==> config.mk <==
export PLATFORM = sky130hd
export DESIGN_NAME = acc_alu
export DESIGN_NICKNAME = d
export VERILOG_FILES = /design/src/rtl/acc_alu_pkg.sv /design/src/rtl/alu_bin_arith.sv /design/src/rtl/alu_dec_arith.sv /design/src/rtl/alu_shift_unit.sv /design/src/rtl/acc_alu.sv
export SDC_FILE = /design/constraint.sdc
export NUM_CORES = 1
export LEC_CHECK = 0
export ABC_CLOCK_PERIOD_IN_PS = 5950
export BUFFER_PORTS_ARGS = -buffer_cell sky130_fd_sc_hd__buf_4
export CORE_MARGIN = 5
export CORE_UTILIZATION = 45
export DETAILED_ROUTE_END_ITERATION = 12
export PLACE_DENSITY = 0.65
export SYNTH_ARGS = -nofsm -noshare
export SYNTH_HDL_FRONTEND = slang
export SYNTH_SLANG_ARGS = --single-unit
==> constraint.sdc <==
create_clock -name clk_i -period 5.95 [get_ports clk_i]
set_input_delay 1.785 -clock clk_i [delete_from_list [all_inputs] [get_ports clk_i]]
set_output_delay 1.785 -clock clk_i [all_outputs]
set_load 0.005 [all_outputs]
==> src/rtl/acc_alu_pkg.sv <==
`timescale 1ns/1ps
package acc_alu_pkg;
  localparam int DW  = 8;
  localparam int NW  = DW / 2;
  localparam int OPW = 6;

  localparam int FC = 0;
  localparam int FZ = 1;
  localparam int FI = 2;
  localparam int FD = 3;
  localparam int FB = 4;
  localparam int FU = 5;
  localparam int FV = 6;
  localparam int FN = 7;

  typedef enum logic [OPW-1:0] {
    OP_NOP, OP_ADC, OP_SBC, OP_AND, OP_ORA, OP_EOR,
    OP_ASLA, OP_ASLM, OP_LSRA, OP_LSRM, OP_ROLA, OP_ROLM, OP_RORA, OP_RORM,
    OP_INCM, OP_DECM, OP_INX, OP_INY, OP_DEX, OP_DEY,
    OP_CMP, OP_CPX, OP_CPY, OP_BIT,
    OP_LDA, OP_LDX, OP_LDY, OP_TAX, OP_TAY, OP_TXA, OP_TYA, OP_TSX,
    OP_PHA, OP_STA, OP_PLA, OP_PLP, OP_RTI, OP_BRK,
    OP_CLC, OP_SEC, OP_CLI, OP_SEI, OP_CLD, OP_SED, OP_CLV
  } op_e;

  localparam int N_OPS = 45;

  typedef enum logic [1:0] {SH_ASL, SH_LSR, SH_ROL, SH_ROR} shift_e;

  function automatic logic [DW-1:0] with_zn(logic [DW-1:0] p, logic [DW-1:0] v);
    logic [DW-1:0] q;
    q     = p;
    q[FZ] = (v == '0);
    q[FN] = v[DW-1];
    return q;
  endfunction

  function automatic logic add_ovf(logic a_msb, logic m_msb, logic r_msb);
    return (a_msb == m_msb) && (r_msb != a_msb);
  endfunction

  function automatic logic sub_ovf(logic a_msb, logic m_msb, logic r_msb);
    return (a_msb ^ m_msb) & (a_msb ^ r_msb);
  endfunction
endpackage

==> src/rtl/alu_bin_arith.sv <==
`timescale 1ns/1ps
module alu_bin_arith
  import acc_alu_pkg::*;
(
  input  logic [DW-1:0] a_i,
  input  logic [DW-1:0] m_i,
  input  logic          c_i,
  input  logic          sub_i,
  output logic [DW-1:0] res_o,
  output logic          c_o,
  output logic          v_o
);
  logic [DW-1:0] m_eff;
  logic [DW:0]   sum;

  assign m_eff = sub_i ? ~m_i : m_i;
  assign sum   = {1'b0, a_i} + {1'b0, m_eff} + {{DW{1'b0}}, c_i};
  assign res_o = sum[DW-1:0];
  assign c_o   = sum[DW];
  assign v_o   = sub_i ? sub_ovf(a_i[DW-1], m_i[DW-1], sum[DW-1])
                       : add_ovf(a_i[DW-1], m_i[DW-1], sum[DW-1]);
endmodule

==> src/rtl/alu_dec_arith.sv <==
`timescale 1ns/1ps
module alu_dec_arith
  import acc_alu_pkg::*;
(
  input  logic [DW-1:0] a_i,
  input  logic [DW-1:0] m_i,
  input  logic          c_i,
  input  logic          sub_i,
  output logic [DW-1:0] res_o,
  output logic          c_o
);
  localparam logic [NW:0]   NINE = (NW+1)'(9);
  localparam logic [NW-1:0] SIX  = NW'(6);

  logic [NW:0]   lo5, hi5;
  logic          lo_cy;
  logic [NW-1:0] lo_fix, hi_fix;

  always_comb begin
    if (sub_i) begin
      lo5    = {1'b0, a_i[NW-1:0]} - {1'b0, m_i[NW-1:0]} - {{NW{1'b0}}, ~c_i};
      lo_cy  = lo5[NW];
      lo_fix = lo_cy ? (lo5[NW-1:0] - SIX) : lo5[NW-1:0];
      hi5    = {1'b0, a_i[DW-1:NW]} - {1'b0, m_i[DW-1:NW]} - {{NW{1'b0}}, lo_cy};
      hi_fix = hi5[NW] ? (hi5[NW-1:0] - SIX) : hi5[NW-1:0];
      c_o    = ~hi5[NW];
    end else begin
      lo5    = {1'b0, a_i[NW-1:0]} + {1'b0, m_i[NW-1:0]} + {{NW{1'b0}}, c_i};
      lo_cy  = (lo5 > NINE);
      lo_fix = lo_cy ? (lo5[NW-1:0] + SIX) : lo5[NW-1:0];
      hi5    = {1'b0, a_i[DW-1:NW]} + {1'b0, m_i[DW-1:NW]} + {{NW{1'b0}}, lo_cy};
      hi_fix = (hi5 > NINE) ? (hi5[NW-1:0] + SIX) : hi5[NW-1:0];
      c_o    = (hi5 > NINE);
    end
    res_o = {hi_fix, lo_fix};
  end
endmodule

==> src/rtl/alu_shift_unit.sv <==
`timescale 1ns/1ps
module alu_shift_unit
  import acc_alu_pkg::*;
(
  input  logic [DW-1:0] val_i,
  input  logic          c_i,
  input  shift_e        kind_i,
  output logic [DW-1:0] res_o,
  output logic          c_o
);
  always_comb begin
    case (kind_i)
      SH_ASL: begin res_o = {val_i[DW-2:0], 1'b0}; c_o = val_i[DW-1]; end
      SH_LSR: begin res_o = {1'b0, val_i[DW-1:1]}; c_o = val_i[0];    end
      SH_ROL: begin res_o = {val_i[DW-2:0], c_i};  c_o = val_i[DW-1]; end
      default: begin res_o = {c_i, val_i[DW-1:1]}; c_o = val_i[0];    end
    endcase
  end
endmodule

==> src/rtl/acc_alu.sv <==
`timescale 1ns/1ps
module acc_alu
  import acc_alu_pkg::*;
#(
  parameter logic [7:0] RST_STATUS = 8'h22
) (
  input  logic       clk_i,
  input  logic       rst_ni,
  input  logic       en_i,
  input  logic [5:0] op_i,
  input  logic [7:0] operand_i,
  output logic [7:0] result_o,
  output logic [7:0] status_o,
  output logic [7:0] x_o,
  output logic [7:0] y_o
);
  logic [DW-1:0] a_q, x_q, y_q, p_q, r_q;
  logic [DW-1:0] a_n, x_n, y_n, p_n, r_n;
  op_e           op;
  logic          op_known;
  logic          dec_mode;

  assign op       = op_e'(op_i);
  assign op_known = (int'(op_i) < N_OPS);
  assign dec_mode = p_q[FD];

  // arithmetic units
  logic [DW-1:0] bin_res, dec_res, arith_res;
  logic          bin_c, bin_v, dec_c, arith_c, is_sub;

  assign is_sub = (op == OP_SBC);

  alu_bin_arith u_bin (
    .a_i(a_q), .m_i(operand_i), .c_i(p_q[FC]), .sub_i(is_sub),
    .res_o(bin_res), .c_o(bin_c), .v_o(bin_v)
  );

  alu_dec_arith u_dec (
    .a_i(a_q), .m_i(operand_i), .c_i(p_q[FC]), .sub_i(is_sub),
    .res_o(dec_res), .c_o(dec_c)
  );

  assign arith_res = dec_mode ? dec_res : bin_res;
  assign arith_c   = dec_mode ? dec_c   : bin_c;

  // shift unit: source picks accumulator or operand
  logic          sh_on_acc;
  shift_e        sh_kind;
  logic [DW-1:0] sh_src, sh_res;
  logic          sh_c;

  always_comb begin
    sh_on_acc = (op == OP_ASLA) || (op == OP_LSRA) || (op == OP_ROLA) || (op == OP_RORA);
    case (op)
      OP_LSRA, OP_LSRM: sh_kind = SH_LSR;
      OP_ROLA, OP_ROLM: sh_kind = SH_ROL;
      OP_RORA, OP_RORM: sh_kind = SH_ROR;
      default:          sh_kind = SH_ASL;
    endcase
  end

  assign sh_src = sh_on_acc ? a_q : operand_i;

  alu_shift_unit u_shift (
    .val_i(sh_src), .c_i(p_q[FC]), .kind_i(sh_kind),
    .res_o(sh_res), .c_o(sh_c)
  );

  // comparator
  logic [DW-1:0] cmp_reg;
  logic [DW:0]   cmp_diff;

  assign cmp_reg  = (op == OP_CPX) ? x_q : (op == OP_CPY) ? y_q : a_q;
  assign cmp_diff = {1'b0, cmp_reg} - {1'b0, operand_i};

  // next-state selection
  logic [DW-1:0] t;

  always_comb begin
    a_n = a_q; x_n = x_q; y_n = y_q; p_n = p_q; r_n = r_q;
    t   = '0;
    if (en_i && op_known) begin
      case (op)
        OP_ADC, OP_SBC: begin
          a_n = arith_res; r_n = arith_res;
          p_n = with_zn(p_q, arith_res);
          p_n[FC] = arith_c; p_n[FV] = bin_v;
        end
        OP_AND, OP_ORA, OP_EOR: begin
          t   = (op == OP_AND) ? (a_q & operand_i) :
                (op == OP_ORA) ? (a_q | operand_i) : (a_q ^ operand_i);
          a_n = t; r_n = t;
          p_n = with_zn(p_q, t);
        end
        OP_ASLA, OP_LSRA, OP_ROLA, OP_RORA: begin
          a_n = sh_res; r_n = sh_res;
          p_n = with_zn(p_q, sh_res); p_n[FC] = sh_c;
        end
        OP_ASLM, OP_LSRM, OP_ROLM, OP_RORM: begin
          r_n = sh_res;
          p_n = with_zn(p_q, sh_res); p_n[FC] = sh_c;
        end
        OP_INCM: begin t = operand_i + 1'b1; r_n = t; p_n = with_zn(p_q, t); end
        OP_DECM: begin t = operand_i - 1'b1; r_n = t; p_n = with_zn(p_q, t); end
        OP_INX:  begin x_n = x_q + 1'b1; p_n = with_zn(p_q, x_n); end
        OP_DEX:  begin x_n = x_q - 1'b1; p_n = with_zn(p_q, x_n); end
        OP_INY:  begin y_n = y_q + 1'b1; p_n = with_zn(p_q, y_n); end
        OP_DEY:  begin y_n = y_q - 1'b1; p_n = with_zn(p_q, y_n); end
        OP_CMP, OP_CPX, OP_CPY: begin
          p_n = with_zn(p_q, cmp_diff[DW-1:0]);
          p_n[FC] = ~cmp_diff[DW];
        end
        OP_BIT: begin
          p_n[FZ] = ((a_q & operand_i) == '0);
          p_n[FN] = operand_i[DW-1];
          p_n[FV] = operand_i[DW-2];
        end
        OP_LDA, OP_PLA: begin a_n = operand_i; r_n = operand_i; p_n = with_zn(p_q, operand_i); end
        OP_LDX, OP_TSX: begin x_n = operand_i; p_n = with_zn(p_q, operand_i); end
        OP_LDY: begin y_n = operand_i; p_n = with_zn(p_q, operand_i); end
        OP_TAX: begin x_n = a_q; p_n = with_zn(p_q, a_q); end
        OP_TAY: begin y_n = a_q; p_n = with_zn(p_q, a_q); end
        OP_TXA: begin a_n = x_q; p_n = with_zn(p_q, x_q); end
        OP_TYA: begin a_n = y_q; p_n = with_zn(p_q, y_q); end
        OP_PHA, OP_STA: r_n = a_q;
        OP_PLP, OP_RTI: begin p_n = operand_i; p_n[FU] = 1'b1; end
        OP_BRK: p_n[FB] = 1'b1;
        OP_CLC: p_n[FC] = 1'b0;
        OP_SEC: p_n[FC] = 1'b1;
        OP_CLI: p_n[FI] = 1'b0;
        OP_SEI: p_n[FI] = 1'b1;
        OP_CLD: p_n[FD] = 1'b0;
        OP_SED: p_n[FD] = 1'b1;
        OP_CLV: p_n[FV] = 1'b0;
        default: ;
      endcase
    end
  end

  always_ff @(posedge clk_i or negedge rst_ni) begin
    if (!rst_ni) begin
      a_q <= '0; x_q <= '0; y_q <= '0; r_q <= '0; p_q <= RST_STATUS;
    end else begin
      a_q <= a_n; x_q <= x_n; y_q <= y_n; r_q <= r_n; p_q <= p_n;
    end
  end

  assign result_o = r_q;
  assign status_o = p_q;
  assign x_o      = x_q;
  assign y_o      = y_q;
endmodule

==> metrics <==
Top Usage Layer GRT=met2; cts-stage hold buffer count=0; Finished Core Util=51.3%; M1 GR Usage=41.2%; largest area contributor in the synthesized netlist=dfrtp_1; post-DR vias/cell=6.56; clk root buf=clkbuf_16; number of hold-slack violations in the final timing report=0; count leader, synth=nor2_1; most frequent cells after synthesis=nor2_1, nand2_1, a21oi_1; Top Ports=49; Final min period=5760 ps; post-layout instance area=8130 µm²; Setup CP Type=in -> reg; clock-pin transition on the worst setup and hold timing paths=70 ps; Buffers on Ports=between 40 and 50; residual DRC count=0; Post-Syn Instances=1001; Worst Skew=7.96 ps; via count=8152; total congestion overflow=0; ranking of synthesized cells by area=dfrtp_1, ha_1, a21oi_1; synthesis warning total=0; Area Growth Syn to Fin=12.7%; antenna-violating nets left=0; Detailed Routing Iterations Pass 1=6; crit end category=flip-flop; Final setup viols=0; Mapped Avg Cell Area=a little over 7 µm²; Worst Hold Margin=just under 500 ps; slew margin rel.=18.9%; die area=~19000 µm²; DR iter-0 viols=1137; FMAX=174 MHz; sequential share of the synthesized area=between 10% and 20%; worst hold path class=reg -> reg; vias in the first global route=7453; Max Cap Viol=0; multi-input logic area=5790 µm²; Yosys reg bits=39; wire per inst=23.5 µm; Placed Area=between 7000 and 8000 µm²; grt met2 use=~50%; Total GRT Usage=31.1%; P_leak=3.36 nW; GRT met3 Usage=between 4 and 5%; FP Rows=46; final worst path period share=96.8%; post-synth top area share=between 10% and 20%; FF/Latch Area=977 µm²; Mapped Area=7210 µm²; ant diodes=0; combinational share of power=between 70% and 80%; latest clock arrival within the worst-skew pair=about 300 ps; Post-synth EDFFs=0; die span in x=137 µm; Clk pwr share=under 10%; die height=137 µm; FILL cells=1565; Net Count, Synth=1091; Sw Ratio=51.2%; asr flop ratio synth=100%; Yosys cell types=88; RSZ-0062 raised after global routing=no; clk sinks=39; Core ar.=15800 µm²; Worst R2R Path Depth=22; Critical Path RT=6180 ps; number of setup buffers added after CTS=0; Slew Viols, Final=0; Sw Pwr=between 1.5 and 2 mW; Critical Path Source Type=input port; final-stage net count=1115; first-pass GRT wire length=between 40000 and 50000 µm; deepest clock path buffer count=2; CTS tree=yes; CTS buffer count=5; Initial Util=~46%; Slew @ Worst Pin=about 1200 ps; worst hold stages=1; Placer Congestion=1.04; initial antenna violation count=0; status=complete, no violations; DP Wirelength=21600 µm; power density over the cells=464 nW/µm²; Top FF cell, synth=dfrtp_1; Critical Path AT=5990 ps; Reg power frac=15.9%; Peak VDD IR=0.247 mV; pin count of the biggest net entering global routing=40; Routed WL=29200 µm; Pint=1.84 mW; Crit Path Max Fanout=4; CTS HTree Levels=2; share of cells above drive strength 1=13.7%
## per-stage QoR
stage / setup TNS [ps] / power (mW) / std cells / setup slack (ps)
2_1_floorplan: 0 / 2.38 / 1001 / 3.54
3_3_place_gp: -20.7 / 3.27 / 1234 / -14.9
3_5_place_dp: -512 / 3.30 / 1234 / -110
4_1_cts: 0 / 3.68 / 1242 / 190
5_1_grt: 0 / 4.04 / 1242 / 5.02
6_report: 0 / 3.77 / 1242 / 193
## cells by family after synthesis
logic type | after synthesis | share of synthesized area [%]
buffers and inverters | 124 | 6.99
other | 1 | 0.0520
AND/OR/NAND/NOR | 340 | 23.3
XOR/XNOR | 57 | 7.11
flip-flops | 39 | 13.5
AO/OA/AOI/OAI | 342 | 31.6
adder cells (fa/ha/maj) | 73 | 13.7
multiplexers | 25 | 3.68
## registers in the layout (all words and copies together) (netlist names)
signal    count
result_o      8
a_q           8
y_o           8
status_o      7
x_o           8
## final timing paths
check | slack, ps | to | startpoint
max in group asynchronous | 4090 | status_o[1]$_DFFE_PN1P_ | rst_ni
hold / removal | 480 | result_o[0]$_DFFE_PN0P_ | result_o[0]$_DFFE_PN0P_
hold reg to reg | 480 | result_o[0]$_DFFE_PN0P_ | result_o[0]$_DFFE_PN0P_
setup / recovery | 190 | status_o[1]$_DFFE_PN1P_ | operand_i[0]
min in group asynchronous | 1480 | y_o[7]$_DFFE_PN0P_ | rst_ni
setup reg to reg | 1200 | status_o[1]$_DFFE_PN1P_ | a_q[0]$_DFFE_PN0P_
## layout by cell type, fill, tap and decap left out, types with 10 or more instances in the layout
master and count:
a21o_1 10, a21oi_1 83, a222oi_1 13, a22oi_1 15, a31oi_1 11, buf_4 97
dfrtp_1 38, ha_1 62, inv_1 37, mux2i_1 22, nand2_1 85, nand2b_1 10
nand3_1 21, nor2_1 108, nor3_1 32, o211ai_1 10, o21a_1 12, o21ai_0 79
o22ai_1 11, xnor2_1 40, xor2_1 13
## area by class of cell
class / instances / share of cell area [%]
Clock inverter: 2 / 0.739
Sequential cell: 39 / 12.0
Timing Repair Buffer: 97 / 8.96
Inverter: 44 / 2.06
Clock buffer: 6 / 1.59
Multi-Input combinational cell: 838 / 71.3
Tap cell: 216 / 3.33
## per-layer routing
layer,vias to the layer above,part of all wire [%]
met1,3854,40
met3,112,9.0
met4,0,5.4
met5,-,0
met2,450,45
li1,3736,-
## power by group through the flow
stage	registers (mW)	clock network [mW]	logic, mW
after global placement	0.595	0	2.67
after detailed placement	0.593	0	2.71
after global routing	0.609	0.381	3.05
after CTS	0.589	0.368	2.73
after floorplan	0.460	0	1.92
final	0.601	0.369	2.80
## timing repair
action,in CTS,in global routing
endpoints found under the hold margin,0,0
setup endpoints to repair,0,5
gates resized for setup,0,3
## critical path, stage by stage
cell and delay [ps]:
buf_4 120, inv_4 40, fa_2 380, inv_2 70, fa_2 430, inv_2 90, ha_2 190, a22o_1 130
o31a_1 160, inv_1 60, fa_2 350, fa_2 520, inv_1 70, ha_1 210, a21boi_0 150, o41ai_2 210
buf_4 180, mux2i_1 180, nand2_1 110, a31oi_4 230, nor3_1 90, a31o_1 230
(Power assumes the default switching activity.)
